### src/rtl/cap_pkg.sv
package cap_pkg;
    localparam int REG_AW = 3;

    localparam logic [REG_AW-1:0] A_CTRL = 3'd0;
    localparam logic [REG_AW-1:0] A_STAT = 3'd1;
    localparam logic [REG_AW-1:0] A_IEN  = 3'd2;
    localparam logic [REG_AW-1:0] A_PEND = 3'd3;
    localparam logic [REG_AW-1:0] A_BUF  = 3'd4;
    localparam logic [REG_AW-1:0] A_ACT  = 3'd5;

    localparam int EV_W    = 8;
    localparam int EV_FD   = 1;
    localparam int EV_FIFO = 2;
    localparam int EV_MC   = 5;
    localparam int EV_HB   = 6;
    localparam int EV_VS   = 7;
    localparam logic [EV_W-1:0] EV_MASK = 8'hFE;

    typedef struct packed {
        logic vid_busy;
        logic still_busy;
        logic still_arm;
    } seq_state_t;

    typedef struct packed {
        logic [EV_W-1:0] en;
        logic [EV_W-1:0] pend;
    } irq_state_t;
endpackage

### src/rtl/cap_seq.sv
module cap_seq
    import cap_pkg::*;
(
    input  logic clk,
    input  logic rst_n,
    input  logic video_en,
    input  logic still_req,
    input  logic interlaced,
    input  logic planar420,
    input  logic vsync,
    input  logic last_px,
    input  logic field2,
    output logic vid_busy,
    output logic still_busy,
    output logic fd_evt
);
    seq_state_t state_d, state_q;
    logic frame_end;
    logic start_vid;
    logic start_still;

    always_comb begin
        state_d     = state_q;
        frame_end   = last_px && (!(interlaced && planar420) || field2);
        start_vid   = vsync && video_en && !state_q.vid_busy && !state_q.still_busy;
        start_still = vsync && state_q.still_arm && !state_q.still_busy
                      && !state_q.vid_busy && !start_vid;
        fd_evt      = state_q.vid_busy && frame_end && video_en;

        if (vsync) begin
            state_d.still_arm = 1'b0;
        end
        if (still_req && !state_q.vid_busy && !state_q.still_busy) begin
            state_d.still_arm = 1'b1;
        end

        if (start_vid) begin
            state_d.vid_busy = 1'b1;
        end else if (state_q.vid_busy && frame_end && !video_en) begin
            state_d.vid_busy = 1'b0;
        end

        if (start_still) begin
            state_d.still_busy = 1'b1;
        end else if (state_q.still_busy && frame_end) begin
            state_d.still_busy = 1'b0;
        end
    end

    always_ff @(posedge clk or negedge rst_n) begin
        if (!rst_n) begin
            state_q <= '0;
        end else begin
            state_q <= state_d;
        end
    end

    assign vid_busy   = state_q.vid_busy;
    assign still_busy = state_q.still_busy;

    AST_VID_START: assert property (@(posedge clk) disable iff (!rst_n)
        $rose(state_q.vid_busy) |-> ($past(vsync) && $past(video_en)));
    AST_VID_STOP: assert property (@(posedge clk) disable iff (!rst_n)
        $fell(state_q.vid_busy) |-> ($past(frame_end) && !$past(video_en)));
    AST_STILL_STOP: assert property (@(posedge clk) disable iff (!rst_n)
        $fell(state_q.still_busy) |-> $past(frame_end));
    AST_BUSY_EXCL: assert property (@(posedge clk) disable iff (!rst_n)
        !(state_q.vid_busy && state_q.still_busy));
endmodule

### src/rtl/cap_irq.sv
module cap_irq
    import cap_pkg::*;
(
    input  logic            clk,
    input  logic            rst_n,
    input  logic [EV_W-1:0] set_vec,
    input  logic            en_wr,
    input  logic            clr_wr,
    input  logic [EV_W-1:0] wdata,
    output logic [EV_W-1:0] en,
    output logic [EV_W-1:0] pend,
    output logic            irq
);
    irq_state_t state_d, state_q;
    logic [EV_W-1:0] clr_mask;

    always_comb begin
        state_d  = state_q;
        clr_mask = clr_wr ? wdata : '0;
        if (en_wr) begin
            state_d.en = wdata & EV_MASK;
        end
        state_d.pend = ((state_q.pend & ~clr_mask) | set_vec) & EV_MASK;
    end

    always_ff @(posedge clk or negedge rst_n) begin
        if (!rst_n) begin
            state_q <= '0;
        end else begin
            state_q <= state_d;
        end
    end

    assign en   = state_q.en;
    assign pend = state_q.pend;
    assign irq  = |(state_q.pend & state_q.en);

    AST_SET_WINS: assert property (@(posedge clk) disable iff (!rst_n)
        (set_vec != '0) |=> ((state_q.pend & $past(set_vec & EV_MASK)) == $past(set_vec & EV_MASK)));
    AST_CLR_TAKES: assert property (@(posedge clk) disable iff (!rst_n)
        (clr_wr && set_vec == '0) |=> ((state_q.pend & $past(wdata)) == '0));
endmodule

### src/rtl/cap_ctrl.sv
module cap_ctrl
    import cap_pkg::*;
#(
    parameter int DATA_W = 32,
    parameter int ADDR_W = 32
) (
    input  logic              clk,
    input  logic              rst_n,
    input  logic              reg_wr,
    input  logic [REG_AW-1:0] reg_addr,
    input  logic [DATA_W-1:0] reg_wdata,
    output logic [DATA_W-1:0] reg_rdata,
    input  logic              vsync,
    input  logic              last_px,
    input  logic              field2,
    input  logic              hblank_end,
    input  logic [2:0]        fifo_ovf,
    input  logic              mc_err,
    output logic              video_busy,
    output logic              still_busy,
    output logic [ADDR_W-1:0] cur_buf_addr,
    output logic              irq
);
    localparam int NFIFO = 3;

    typedef struct packed {
        logic              video_en;
        logic              interlaced;
        logic              planar420;
        logic [ADDR_W-1:0] buf_addr;
        logic [ADDR_W-1:0] act_addr;
    } top_state_t;

    top_state_t state_d, state_q;
    logic            wr_ctrl;
    logic            still_req;
    logic            fd_evt;
    logic [EV_W-1:0] set_vec;
    logic [EV_W-1:0] ien;
    logic [EV_W-1:0] pend;

    always_comb begin
        state_d   = state_q;
        wr_ctrl   = reg_wr && (reg_addr == A_CTRL);
        still_req = wr_ctrl && reg_wdata[1];
        if (wr_ctrl) begin
            state_d.video_en   = reg_wdata[0];
            state_d.interlaced = reg_wdata[2];
            state_d.planar420  = reg_wdata[3];
        end
        if (reg_wr && (reg_addr == A_BUF)) begin
            state_d.buf_addr = reg_wdata[ADDR_W-1:0];
        end
        if (vsync) begin
            state_d.act_addr = state_q.buf_addr;
        end
    end

    always_ff @(posedge clk or negedge rst_n) begin
        if (!rst_n) begin
            state_q <= '0;
        end else begin
            state_q <= state_d;
        end
    end

    cap_seq i_seq (
        .clk        (clk),
        .rst_n      (rst_n),
        .video_en   (state_q.video_en),
        .still_req  (still_req),
        .interlaced (state_q.interlaced),
        .planar420  (state_q.planar420),
        .vsync      (vsync),
        .last_px    (last_px),
        .field2     (field2),
        .vid_busy   (video_busy),
        .still_busy (still_busy),
        .fd_evt     (fd_evt)
    );

    always_comb begin
        set_vec        = '0;
        set_vec[EV_FD] = fd_evt;
        for (int i = 0; i < NFIFO; i++) begin
            set_vec[EV_FIFO+i] = fifo_ovf[i];
        end
        set_vec[EV_MC] = mc_err;
        set_vec[EV_HB] = hblank_end && (&fifo_ovf);
        set_vec[EV_VS] = vsync;
    end

    cap_irq i_irq (
        .clk    (clk),
        .rst_n  (rst_n),
        .set_vec(set_vec),
        .en_wr  (reg_wr && (reg_addr == A_IEN)),
        .clr_wr (reg_wr && (reg_addr == A_PEND)),
        .wdata  (reg_wdata[EV_W-1:0]),
        .en     (ien),
        .pend   (pend),
        .irq    (irq)
    );

    always_comb begin
        reg_rdata = '0;
        case (reg_addr)
            A_CTRL: begin
                reg_rdata[0] = state_q.video_en;
                reg_rdata[2] = state_q.interlaced;
                reg_rdata[3] = state_q.planar420;
            end
            A_STAT: begin
                reg_rdata[0] = video_busy;
                reg_rdata[1] = still_busy;
            end
            A_IEN:   reg_rdata[EV_W-1:0]   = ien;
            A_PEND:  reg_rdata[EV_W-1:0]   = pend;
            A_BUF:   reg_rdata[ADDR_W-1:0] = state_q.buf_addr;
            A_ACT:   reg_rdata[ADDR_W-1:0] = state_q.act_addr;
            default: reg_rdata = '0;
        endcase
    end

    assign cur_buf_addr = state_q.act_addr;

    AST_ADDR_LOAD: assert property (@(posedge clk) disable iff (!rst_n)
        vsync |=> (cur_buf_addr == $past(state_q.buf_addr)));
    AST_ADDR_HOLD: assert property (@(posedge clk) disable iff (!rst_n)
        !vsync |=> $stable(cur_buf_addr));
    AST_HB_NEEDS_ALL: assert property (@(posedge clk) disable iff (!rst_n)
        (hblank_end && !(&fifo_ovf) && !(reg_wr && reg_addr == A_PEND) && !pend[EV_HB])
        |=> !pend[EV_HB]);
endmodule

### config.mk
export PLATFORM = sky130hd
export DESIGN_NAME = cap_ctrl
export DESIGN_NICKNAME = d
export VERILOG_FILES = /design/src/rtl/cap_pkg.sv /design/src/rtl/cap_seq.sv /design/src/rtl/cap_irq.sv /design/src/rtl/cap_ctrl.sv
export SDC_FILE = /design/constraint.sdc
export NUM_CORES = 1
export LEC_CHECK = 0
export ABC_AREA = 0
export BUFFER_PORTS_ARGS = -buffer_cell sky130_fd_sc_hd__clkbuf_2
export CAP_MARGIN = 10
export CORE_ASPECT_RATIO = 0.75
export CORE_UTILIZATION = 52
export CTS_CLUSTER_SIZE = 8
export DETAILED_ROUTE_END_ITERATION = 7
export PLACE_DENSITY_LB_ADDON = 0.12
export SLEW_MARGIN = 20
export SYNTH_ARGS = -nofsm -noshare
export SYNTH_HDL_FRONTEND = slang
export SYNTH_SLANG_ARGS = --single-unit
### constraint.sdc
create_clock -name clk -period 2.8 [get_ports clk]
set_input_delay 0.84 -clock clk [delete_from_list [all_inputs] [get_ports clk]]
set_output_delay 0.84 -clock clk [all_outputs]
set_load 0.03 [all_outputs]
==> run metrics <==
status complete, no violations; Worst setup SP type input pin; vias in the first global route 2612; Synth Flop Type dfrtp_1; row cnt 27; initial antenna violation count 0; switching share of power approximately 34%; final std cells w/o fill roughly 500; I/O pin cnt 113; n_diodes 0; dpl ws -0.0392 ns; PD cells between 700 and 800 nW/um^2; CP required 1.96 ns; peak supply drop 0.355 mV; Crit path largest cell delay around 0.28 ns; GRT Max-Usage Layer met1; Clock transition at path regs 0.08 ns; Synth top area share a little over half; Slew Viols, Final 0; Vias/cell 5.32; GR Util met1 33.5%; gr usage total 22.7%; clock sinks between 80 and 90; gr ovfl total 0; met3 Track Usage GR 5.34%; root buf cell clkbuf_8; Commonest cells post-synth 84 x dfrtp_1, 47 x mux2_2, 34 x buf_4, 30 x mux2_1, 27 x a22o_1; hold buffers post-CTS 0; mapped cell area 4010 um^2; Routed Antenna Nets 0; post-route minimum period 2.77 ns; initial cell density of the core 54.3%; Longest Clk Path Bufs 2; IO buf count 112; Finished Core Util roughly 65%; endpoints failing hold 0; most numerous cell in the Yosys netlist dfrtp_1; post-detail-place hpwl about 6000 um; worst setup path class in2out; die width about 100 um; First DRT Iteration DRCs 86; cell chain of the critical path buf_2 > buf_12 > mux2i_1 > or2_2 > a31oi_2 > clkbuf_2; Cell Int Power ~0.0025 W; Psw 0.00128 W; core area 7400 um^2; Vias 2657; Post-synth EDFFs 0; cell taking the most area after synthesis dfrtp_1; crit-path max FO 7; largest net degree at the start of global routing 44; Die Area 8080 um^2; Reg power frac 45.6%; gpl congestion 0.850; clk_lat worst skew 0.35 ns; Setup Skew 0.0100 ns; Worst Setup End Kind output port; P&R area growth vs syn 20.3%; sequential fraction of the synthesis area 52.4%; post-synthesis area per instance 13.3 um^2; detailed-route wire length per cell between 15 and 20 um; share of cells above drive strength 1 51.8%; Min-Delay Path Class in2async; Die Span Y 78.1 um; CTS H-tree lvls 3; Clock power frac 25.8%; Final setup viols 0; Routed Wire Length 8400 um; ys async rst share 100%; Slew HR 62.1%; slowest library cell on the worst path or2_2; TritonCTS buffer count 9; Syn Nets 348; DRC violations left 0; synth top area cells dfrtp_1 52%, mux2_2 13%, mux2_1 8.4%; Lkg Pwr ~2.3 nW; MaxCap Viol Count 0; upper clock frequency limit approximately 360 MHz; Final nets 439; worst setup margin about 0.034 ns; CTS tree built; combinational share of power roughly 28%; RSZ-0062 raised after global routing yes; Yosys warnings 0; DR pass1 iterations 4; Worst Max-Slew Pin Slew 0.568 ns; placed cells 482; Arr. time, crit path 1.93 ns; global-route wire length before repair around 14000 um; count of cell types in the netlist 38; Syn Inst Count about 300; largest delay contributor family on the critical path buffers and inverters; met2 global-route usage about a third; #FFs+latches synth 84; worst path bufs/invs 3; Tcrit/Tclk final 98.8%
-- through the flow --
stage               setup TNS [ns]  hold slack [ns]  total power, W  instance area, um^2
floorplan                  -0.0192            0.471         0.00259                 4030
global route                -0.103            0.379         0.00394                 4830
finish                           0            0.383         0.00373                 4830
global placement            -0.519            0.490         0.00276                 4550
CTS                              0            0.368         0.00377                 4780
detailed placement          -0.446            0.497         0.00279                 4550
-- power groups by stage --
stage                     combinational [W]  clock (W)  sequential, W
after floorplan                    0.000928          0        0.00167
after global placement              0.00104          0        0.00171
after detailed placement            0.00106          0        0.00172
after CTS                           0.00107   0.000998        0.00170
after global routing                0.00115    0.00104        0.00175
final                               0.00107   0.000964        0.00170
-- placed cells by master, fill, tap and decap left out, drive strengths merged --
cell and n:
and2 1, nor3 2, clkbuf 109, a222oi 1, a221o 2, inv 2
a31oi 1, a21o 6, dfrtp 84, nor3b 2, o2bb2ai 1, nand3 2
mux4 1, or2 1, clkinvlp 2, and4b 1, a41o 1, nor2 2
bufinv 2, a221oi 3, a22oi 4, a211o 1, buf 35, a21oi 2
a21boi 1, mux2 77, a32o 1, and3b 1, o21ai 3, nand2 11
a22o 27, nor2b 4, nor4bb 1, mux2i 3, nor4b 1
-- layout make-up --
type | count | area (um^2)
fill | 571 | 2570
timing repair buffer | 133 | 805
clock inverter | 5 | 83.8
tap | 101 | 126
sequential | 84 | 2100
multi-input combinational | 164 | 1570
inverter | 1 | 3.75
clock buffer | 11 | 141
-- final timing paths --
| kind | start | to | slack [ns] | cells past startpoint |
|---|---|---|---|---|
| max | reg_addr[2] | reg_rdata[1] | 0.03 | 6 |
| min | rst_n | cur_buf_addr[4]$_DFFE_PN0P_ | 0.38 | 1 |
| max reg2reg | state_q[65]$_DFFE_PN0P_ | i_irq.pend[1]$_DFF_PN0_ | 1.74 | 3 |
| min reg2reg | state_q[44]$_DFFE_PN0P_ | state_q[44]$_DFFE_PN0P_ | 0.51 | 1 |
| max in group asynchronous | rst_n | state_q[42]$_DFFE_PN0P_ | 1.86 | 2 |
| min in group clk | state_q[44]$_DFFE_PN0P_ | state_q[44]$_DFFE_PN0P_ | 0.51 | 1 |
-- what timing repair did --
item / in CTS / in global routing
setup buffers: 0 / 1
endpoints found under the setup margin: 17 / 30
gates cloned: 0 / 0
gates resized for setup: 3 / 33
pin swaps: 0 / 1
-- routing by layer --
layer  wire length, um  up-vias
met1              4140     1313
met2              3680       81
li1                  -     1258
met3               502        5
met4                76        0
met5                 0        -
-- sequential cells by signal (all words and copies together), names as in the netlist --
register          cells
cur_buf_addr         32
i_irq.pend            7
i_seq.vid_busy        1
i_irq.en              7
i_seq.state_q         1
state_q              35
i_seq.still_busy      1
-- logic make-up (layout without fill, tap and decap cells) --
group,count (synthesis),count (layout),synth area share (%)
flip-flops,84,84,52.4
AND/OR/NAND/NOR,29,29,4.40
multiplexers,81,81,22.9
buffers and inverters,54,150,9.26
AO/OA/AOI/OAI,54,54,11.1
Note: power is estimated with default switching activity, not from simulation.
